$ cat src/rtl/flrd_pkg.sv
package flrd_pkg;

    localparam int HT_W   = 2;
    localparam int WS_W   = 4;
    localparam int CFG_W  = HT_W + 2 + WS_W;

    // Field order is the register layout: [7:6] high time, [5] sense,
    // [4] bypass, [3:0] wait states.
    typedef struct packed {
        logic [HT_W-1:0] hi_time;
        logic            fall_sense;
        logic            bypass;
        logic [WS_W-1:0] waits;
    } rd_cfg_t;

    typedef enum logic [2:0] {
        ST_IDLE,
        ST_SKEW,
        ST_HIGH,
        ST_LOW,
        ST_ALIGN,
        ST_HOLD,
        ST_DATA
    } seq_state_t;

endpackage

$ cat src/rtl/flrd_down_cnt.sv
module flrd_down_cnt #(
    parameter int W = 5
) (
    input  logic         clk,
    input  logic         rst_n,
    input  logic         load,
    input  logic [W-1:0] load_val,
    input  logic         dec,
    output logic         zero
);
    logic [W-1:0] cnt_q;

    always_ff @(posedge clk) begin
        if (!rst_n) begin
            cnt_q <= '0;
        end else if (load) begin
            cnt_q <= load_val;
        end else if (dec && cnt_q != '0) begin
            cnt_q <= cnt_q - 1'b1;
        end
    end

    assign zero = (cnt_q == '0);

endmodule

$ cat src/rtl/flrd_fsm.sv
module flrd_fsm
    import flrd_pkg::*;
(
    input  logic    clk,
    input  logic    rst_n,
    input  logic    sys_rise,
    input  logic    rd_req,
    input  rd_cfg_t cfg_in,
    output rd_cfg_t cfg_q,
    output logic    accept,
    output logic    capture,
    output logic    bank_clk,
    output logic    busy,
    output logic    ready
);
    localparam int CNT_W = WS_W + 1;

    seq_state_t state_q, state_d;
    logic             cnt_load, cnt_dec, cnt_zero;
    logic [CNT_W-1:0] cnt_val;

    flrd_down_cnt #(.W(CNT_W)) u_cnt (
        .clk      (clk),
        .rst_n    (rst_n),
        .load     (cnt_load),
        .load_val (cnt_val),
        .dec      (cnt_dec),
        .zero     (cnt_zero)
    );

    // state and configuration registers
    always_ff @(posedge clk) begin
        if (!rst_n) begin
            state_q <= ST_IDLE;
            cfg_q   <= '0;
        end else begin
            state_q <= state_d;
            if (accept) cfg_q <= cfg_in;
        end
    end

    // next state and counter control
    always_comb begin
        state_d  = state_q;
        accept   = 1'b0;
        capture  = 1'b0;
        cnt_load = 1'b0;
        cnt_dec  = 1'b0;
        cnt_val  = '0;
        unique case (state_q)
            ST_IDLE: begin
                if (sys_rise && rd_req) begin
                    accept   = 1'b1;
                    cnt_load = 1'b1;
                    cnt_val  = CNT_W'(cfg_in.hi_time);
                    state_d  = cfg_in.fall_sense ? ST_SKEW : ST_HIGH;
                end
            end
            ST_SKEW: state_d = ST_HIGH;
            ST_HIGH: begin
                if (cnt_zero) begin
                    if (cfg_q.waits == '0) begin
                        state_d = ST_ALIGN;
                    end else begin
                        cnt_load = 1'b1;
                        cnt_val  = {cfg_q.waits, 1'b0} - 1'b1;
                        state_d  = ST_LOW;
                    end
                end else begin
                    cnt_dec = 1'b1;
                end
            end
            ST_LOW: begin
                if (cnt_zero) state_d = ST_ALIGN;
                else          cnt_dec = 1'b1;
            end
            ST_ALIGN: begin
                if (sys_rise) begin
                    capture = 1'b1;
                    state_d = cfg_q.bypass ? ST_DATA : ST_HOLD;
                end
            end
            ST_HOLD: if (sys_rise) state_d = ST_DATA;
            ST_DATA: if (sys_rise) state_d = ST_IDLE;
            default: state_d = ST_IDLE;
        endcase
    end

    // outputs decoded from the state register
    always_comb begin
        bank_clk = (state_q == ST_HIGH);
        busy     = (state_q != ST_IDLE);
        ready    = (state_q == ST_DATA);
    end

    // configuration copy frozen while a read runs
    a_r9_cfg_frozen: assert property (@(posedge clk) disable iff (!rst_n)
        (state_q != ST_IDLE && $past(state_q) != ST_IDLE) |-> $stable(cfg_q));

    // wait-state phase only entered with a nonzero count
    a_r5_low_needs_waits: assert property (@(posedge clk) disable iff (!rst_n)
        (state_q == ST_LOW) |-> (cfg_q.waits != '0));

    // the skew phase always leads into the high phase
    a_r3_skew_then_high: assert property (@(posedge clk) disable iff (!rst_n)
        (state_q == ST_SKEW) |=> (state_q == ST_HIGH));

endmodule

$ cat src/rtl/flrd_datapath.sv
module flrd_datapath #(
    parameter int AW = 20,
    parameter int DW = 32
) (
    input  logic          clk,
    input  logic          rst_n,
    input  logic          accept,
    input  logic          capture,
    input  logic          ready,
    input  logic          bypass,
    input  logic [AW-1:0] rd_addr,
    input  logic [DW-1:0] bank_rdata,
    output logic [AW-1:0] bank_addr,
    output logic [DW-1:0] rd_data
);
    logic [AW-1:0] addr_q;
    logic [DW-1:0] data_q;

    always_ff @(posedge clk) begin
        if (!rst_n) begin
            addr_q <= '0;
            data_q <= '0;
        end else begin
            if (accept)  addr_q <= rd_addr;
            if (capture) data_q <= bank_rdata;
        end
    end

    always_comb begin
        bank_addr = addr_q;
        if (!ready)      rd_data = '0;
        else if (bypass) rd_data = bank_rdata;
        else             rd_data = data_q;
    end

endmodule

$ cat src/rtl/flrd_seq.sv
module flrd_seq
    import flrd_pkg::*;
#(
    parameter int AW = 20,
    parameter int DW = 32
) (
    input  logic             clk,
    input  logic             rst_n,
    input  logic             sys_rise,
    input  logic [CFG_W-1:0] cfg_word,
    input  logic             rd_req,
    input  logic [AW-1:0]    rd_addr,
    output logic             rd_ready,
    output logic [DW-1:0]    rd_data,
    output logic             bank_clk,
    output logic             bank_en,
    output logic [AW-1:0]    bank_addr,
    input  logic [DW-1:0]    bank_rdata
);
    rd_cfg_t cfg_live, cfg_act;
    logic    accept, capture;

    assign cfg_live = rd_cfg_t'(cfg_word);

    flrd_fsm u_fsm (
        .clk      (clk),
        .rst_n    (rst_n),
        .sys_rise (sys_rise),
        .rd_req   (rd_req),
        .cfg_in   (cfg_live),
        .cfg_q    (cfg_act),
        .accept   (accept),
        .capture  (capture),
        .bank_clk (bank_clk),
        .busy     (bank_en),
        .ready    (rd_ready)
    );

    flrd_datapath #(.AW(AW), .DW(DW)) u_dp (
        .clk        (clk),
        .rst_n      (rst_n),
        .accept     (accept),
        .capture    (capture),
        .ready      (rd_ready),
        .bypass     (cfg_act.bypass),
        .rd_addr    (rd_addr),
        .bank_rdata (bank_rdata),
        .bank_addr  (bank_addr),
        .rd_data    (rd_data)
    );

    // a read starts only on a system rising edge
    a_r2_start_on_rise: assert property (@(posedge clk) disable iff (!rst_n)
        $rose(bank_en) |-> $past(sys_rise));

    // address held for the whole read
    a_r2_addr_held: assert property (@(posedge clk) disable iff (!rst_n)
        (bank_en && $past(bank_en)) |-> $stable(bank_addr));

    // bank clock only pulses inside a read
    a_r4_clk_inside_read: assert property (@(posedge clk) disable iff (!rst_n)
        bank_clk |-> bank_en);

    // ready never overlaps the bank clock
    a_r6_ready_after_clk: assert property (@(posedge clk) disable iff (!rst_n)
        rd_ready |-> !bank_clk);

    // ready lasts exactly two fast cycles
    a_r7_ready_second: assert property (@(posedge clk) disable iff (!rst_n)
        $rose(rd_ready) |=> rd_ready);
    a_r7_ready_ends: assert property (@(posedge clk) disable iff (!rst_n)
        (rd_ready && $past(rd_ready)) |=> !rd_ready);

    // data bus quiet outside the ready window
    a_r7_data_quiet: assert property (@(posedge clk) disable iff (!rst_n)
        !rd_ready |-> (rd_data == '0));

endmodule

$ cat config.mk
export PLATFORM = sky130hd
export DESIGN_NAME = flrd_seq
export DESIGN_NICKNAME = d
export VERILOG_FILES = /design/src/rtl/flrd_pkg.sv /design/src/rtl/flrd_down_cnt.sv /design/src/rtl/flrd_fsm.sv /design/src/rtl/flrd_datapath.sv /design/src/rtl/flrd_seq.sv
export SDC_FILE = /design/constraint.sdc
export NUM_CORES = 1
export LEC_CHECK = 0
export BUFFER_PORTS_ARGS = -buffer_cell sky130_fd_sc_hd__buf_2
export CAP_MARGIN = 10
export CORE_UTILIZATION = 49
export CTS_CLUSTER_SIZE = 40
export DETAILED_ROUTE_END_ITERATION = 10
export HOLD_SLACK_MARGIN = 0.03
export PLACE_DENSITY = 0.91
export REMOVE_ABC_BUFFERS = 1
export SYNTH_ARGS = -nofsm -noshare
export SYNTH_HDL_FRONTEND = slang
export SYNTH_SLANG_ARGS = --single-unit
$ cat constraint.sdc
create_clock -name clk -period 2 [get_ports clk]
set_input_delay 0.2 -clock clk [delete_from_list [all_inputs] [get_ports clk]]
set_output_delay 0.2 -clock clk [all_outputs]
set_load 0.01 [all_outputs]
==> run summary, run 1 <==
Mapped Cells -> 397
RSZ-0062 raised after global routing -> no
routability congestion estimate -> 0.866
DRC -> 0
grt met2 use -> 0.421
max incr delay on CP -> 0.60 ns
mux contribution to synthesized area -> 0.104
period utilization -> 0.919
Max Transition Viols Final -> 0
final instance area -> 3890 µm²
Sink Count -> 65
first-pass GRT wire length -> 11600 µm
post-layout instance count excluding filler cells -> 587
largest net degree at the start of global routing -> 36
Area growth syn-to-layout -> 26.9%
Worst Skew -> 0.00928 ns
most frequent cells in the layout -> buf_2 (118), nand2_1 (115), dfxtp_1 (64)
EDFF count, synth -> 0
slowest cell on the critical path -> dfxtp_1
area leader, netlist -> dfxtp_1
CORE AREA -> 5990 µm²
status -> complete, no violations
multi-input logic area -> 1590 µm²
maxcap violations -> 0
Initial Util -> 0.512
Ys Warns -> 0
area post-placement -> 3710 µm²
CP Launch Point -> u_fsm.state_q[2]
P_leak -> 1.60 nW
DRT antenna net count -> 0
Synth Area in Adders -> 0.0122
I/O pin cnt -> 119
critical-path maximum fanout -> 33
Slew HR -> 0.650
final hold vios -> 0
Vias -> 3091
number of placement rows -> 28
Worst path top cell family by delay -> flip-flops
Fmax -> 544 MHz
#FFs+latches synth -> 65
clock-pin slew on the worst setup and hold paths -> 0.07 ns
total grt overflow -> 0
dpl hpwl -> 5320 µm
worst hold stages -> 3
Min-Delay Startpoint -> rd_addr[19]
Top Usage Layer GRT -> met2
H-tree depth -> 3
die extent in y -> 81.1 µm
P per Cell Area -> 960 nW/µm²
Peak VDD IR -> 0.587 mV
sequential-to-total area share from yosys stat -> 0.424
Worst-Skew Late Latency -> 0.35 ns
cells on worst reg2reg path -> 4
setup bufs post-CTS -> 0
wire per inst -> 12.9 µm
DRT iter0 DRCs -> 93
mapped cell area -> 3070 µm²
post-CTS resize count -> 0
minimum clock period -> 1.84 ns
Die Span X -> 81.1 µm
Filler Cell Count -> 516
most common cell after layout, fill and taps aside -> buf_2
ys flop type -> dfxtp_1
Max Buffers Root-to-Sink -> 2
die area -> 6580 µm²
Avg Inst Size Synth -> 7.72 µm²
share of cells above drive strength 1 -> 0.293
GR Util All Layers -> 0.228
CTS root buffer -> clkbuf_8
Setup crit end kind -> output pin
r2r startpoint -> u_fsm.state_q[1]
initial antenna violation count -> 0
nets -> 574
number of port buffers -> 118
placed cell count -> 571
met3 usage -> 0.0730
Worst Path Required -> 1.80 ns
Netlist cell types -> 41
clock buffer count from CTS -> 9
largest family of logic cells by synthesized area -> simple AND/OR/NAND/NOR gates
Compound-Gate Fraction of Synth Area -> 0.145
Final setup viols -> 0
CTS tree -> done
Yosys top cell area share -> 0.424
Crit Path Category -> register to output pin
XOR/XNOR share of the synthesized area -> 0.0114
Hold WS -> 0.0850 ns
async set-reset flop share out of synthesis -> 0
cts-stage hold buffer count -> 0
critical path cell sequence -> nand3b_1 -> buf_4 -> nor2_1 -> buf_2
met1 GRT Util -> 0.237
area fraction in and, or, nand and nor cells after synthesis -> 0.245
Via density -> 5.27
Post-Route WL -> 7580 µm
WP buf/inv -> 2
drt pass-1 iters -> 4
worst hold path class -> primary input to register
main area contributors after synthesis -> dfxtp_1 (42%), nand2_1 (14%), mux2i_1 (10%)
diodes inserted -> 0
startpoint types -> register
worst slew pin tran -> 0.525 ns
vias in the first global route -> 2827
FF+latch area -> 1300 µm²
WP depth -> 4
Worst Path Arrival -> 1.64 ns
[kinds of logic after synthesis]
group | count (synthesis)
DFF | 65
xor gates and xnor gates | 4
and+or+nand+nor | 176
buffers and inverters | 38
AOI/OAI and AO/OA | 79
adders and majority gates | 3
muxes | 32
[routing by layer]
layer | vias up | wire length [µm] | part of all wire
li1 | 1542 | - | -
met1 | 1421 | 3300 | 0.44
met2 | 121 | 3720 | 0.49
met3 | 7 | 497 | 0.066
met4 | 0 | 57 | 0.0075
met5 | - | 0 | 0
[through the flow]
stage	utilization	worst slack, ns	power [mW]	TNS, ns
floorplan	-	-0.0713	2.35	-0.0713
finish	0.649	0.162	3.73	0
global placement	0.619	0.330	2.68	0
global route	0.649	0.0380	3.96	0
detailed placement	0.619	0.238	2.73	0
CTS	0.649	0.168	3.75	0
[report_power, final]
| group | leakage (nW) | total, mW | internal, mW | switching [mW] |
|---|---|---|---|---|
| Combinational | 0.984 | 1.12 | 0.517 | 0.607 |
| Sequential | 0.527 | 1.59 | 1.44 | 0.156 |
| Clock | 0.0887 | 1.02 | 0.485 | 0.532 |
| Total | 1.60 | 3.73 | 2.44 | 1.30 |
[tightest hold or removal path: stages]
cell	delay, ns
buf_2	0.09
nand2_1	0.04
a21oi_1	0.05
[sequential cells by signal, summed over array words and instances, names as in the netlist]
name,flops
u_fsm.state_q,3
u_fsm.cfg_q,5
u_fsm.u_cnt.cnt_q,5
u_dp.bank_addr,20
u_dp.data_q,32
[final cells by class]
cell class | count | area share
multi-input combinational | 294 | 0.408
sequential | 65 | 0.335
timing repair buffer | 128 | 0.178
clock buffer | 10 | 0.0354
tap | 75 | 0.0241
clock inverter | 6 | 0.0109
inverter | 9 | 0.00868
[worst paths after layout]
| check | end | slack (ns) |
|---|---|---|
| worst max-delay path | rd_data[9] | 0.16 |
| worst min-delay path | u_dp.bank_addr[19] | 0.09 |
| worst max register to register | u_fsm.u_cnt.cnt_q[1] | 0.22 |
| worst min register to register | u_dp.bank_addr[11] | 0.45 |
[cells in the mapped netlist, drive strengths merged (5+ instances only)]
master,number
nand2,116
dfxtp,65
a21oi,63
nor2,37
mux2i,32
clkbuf,15
buf,14
inv,9
nor3,5
Power figures use the tool's default switching activity.
==> run 2, diff against run 1 <==
Settings changed: RECOVER_POWER set to 50.
==> run summary, run 2 (synthesis gave the netlist of run 1 again) <==
Most flops, register -> u_dp.data_q
post-CTS resize count -> 0
Max Buffers Root-to-Sink -> 2
DR WL met3 -> 549 µm
H-tree depth -> 3
worst hold path class -> primary input to register
nets -> 574
share of cells above drive strength 1 -> 0.250
Min-Delay Startpoint -> rd_addr[4]
I/O pin cnt -> 119
largest net degree at the start of global routing -> 36
area post-placement -> 3710 µm²
first-pass GRT wire length -> 11600 µm
Max Transition Viols Final -> 0
Setup crit end kind -> register
number of port buffers -> 118
Via density -> 5.29
final instance area -> 3850 µm²
number of placement rows -> 28
clock buffer count from CTS -> 9
die area -> 6580 µm²
slowest cell on the critical path -> dfxtp_1
total grt overflow -> 0
Peak VDD IR -> 0.583 mV
FF-to-FF setup slack -> 0.15 ns
CTS tree -> done
P_leak -> 1.50 nW
Worst path top cell family by delay -> simple AND/OR/NAND/NOR gates
status -> complete, no violations
DRC -> 0
Initial Util -> 0.512
total chip power -> 3.69 mW
clock-pin slew on the worst setup and hold paths -> 0.08 ns
die extent in y -> 81.1 µm
diodes inserted -> 0
Worst Skew -> 0.00963 ns
critical-path maximum fanout -> 13
P per Cell Area -> 958 nW/µm²
vias in the first global route -> 2827
multi-input logic area -> 1580 µm²
DRT iter0 DRCs -> 120
r2r endpoint -> u_fsm.u_cnt.cnt_q[1]
Slew HR -> 0.580
Final setup viols -> 0
initial antenna violation count -> 0
cts-stage hold buffer count -> 0
Area growth syn-to-layout -> 25.6%
Crit Path Category -> register to register
worst hold stages -> 3
Vias -> 3105
drt pass-1 iters -> 5
r2r startpoint -> u_fsm.state_q[1]
routability congestion estimate -> 0.866
post-layout instance count excluding filler cells -> 587
Worst-Skew Late Latency -> 0.34 ns
WP buf/inv -> 0
period utilization -> 0.927
final hold vios -> 0
Sink Count -> 65
Die Span X -> 81.1 µm
wire per inst -> 12.8 µm
DRT antenna net count -> 0
Hold EP -> u_dp.bank_addr[4]
Post-Route WL -> 7540 µm
worst slew pin tran -> 0.630 ns
most common cell after layout, fill and taps aside -> nand2_1
CTS root buffer -> clkbuf_8
DR WL met2 -> 3720 µm
RSZ-0062 raised after global routing -> no
met1 WL -> 3210 µm
CORE AREA -> 5990 µm²
GR Util All Layers -> 0.228
critical path cell sequence -> or3b_1 -> nor3b_2 -> a22oi_1 -> a221oi_2
startpoint types -> register
Fmax -> 539 MHz
max reg flops -> 32
placed cell count -> 571
FF+latch area -> 1300 µm²
Filler Cell Count -> 523
most frequent cells in the layout -> nand2_1 (115), buf_2 (97), dfxtp_1 (64)
maxcap violations -> 0
dpl hpwl -> 5320 µm
setup bufs post-CTS -> 0
max incr delay on CP -> 0.57 ns
Worst Path Required -> 2.27 ns
minimum clock period -> 1.85 ns
Worst Path Arrival -> 2.12 ns
cells on worst reg2reg path -> 4
DR top layer -> met4
run 2: changes by cell type in the layout (fill, tap and decap cells not counted):
cell | previous run | this run
clkbuf_1 | 0 | 22
buf_2 | 118 | 97
buf_4 | 8 | 6
clkbuf_2 | 0 | 1
nor3b_2 | 0 | 1
nor3b_4 | 1 | 0
run 2: through the flow:
stage / setup TNS (ns) / setup slack (ns) / hold WS (ns) / util
final: 0 / 0.146 / 0.0840 / 0.643
after CTS: 0 / 0.168 / 0.0762 / 0.649
after global routing: 0 / 0.0380 / 0.0870 / 0.643
after global placement: 0 / 0.330 / 0.436 / 0.619
after floorplan: -0.0713 / -0.0713 / 0.336 / -
after detailed placement: 0 / 0.238 / 0.445 / 0.619
run 2: worst max-delay path by stage:
stage,slack [ns],cells after the start,start,endpoint
2_1_floorplan,-0.07,4,u_fsm.cfg_q[4],u_fsm.state_q[1]
3_3_place_gp,0.33,4,u_fsm.state_q[1],u_fsm.u_cnt.cnt_q[1]
3_5_place_dp,0.24,4,u_fsm.state_q[1],u_fsm.u_cnt.cnt_q[1]
4_1_cts,0.17,4,u_fsm.state_q[0],rd_data[9]
5_1_grt,0.04,4,u_fsm.state_q[2],rd_data[9]
6_report,0.15,4,u_fsm.state_q[1],u_fsm.u_cnt.cnt_q[1]
run 2: layout make-up:
| cell class | instances | share of cell area |
|---|---|---|
| Clock inverter | 6 | 0.0110 |
| Multi-Input combinational cell | 294 | 0.411 |
| Sequential cell | 65 | 0.338 |
| Inverter | 9 | 0.00877 |
| Timing Repair Buffer | 128 | 0.171 |
| Clock buffer | 10 | 0.0357 |
| Tap cell | 75 | 0.0244 |
run 2: worst register-to-register path, cell delays in order, from the launching register on:
cell      delay (ns)
dfxtp_1         0.57
or3b_1          0.44
nor3b_2         0.37
a22oi_1         0.15
a221oi_2        0.23
run 2: layer usage:
metal	GRT usage	vias up
met5	0	-
met4	0.0893	0
met3	0.0730	7
met2	0.421	127
met1	0.237	1427
li1	-	1544
run 2: report_power, final:
part           total (mW)  leakage (nW)  internal (mW)  switching [mW]
Clock                1.02        0.0887          0.485           0.534
Sequential           1.59         0.527           1.44           0.157
Combinational        1.08         0.888          0.482           0.597
Total                3.69          1.50           2.40            1.29
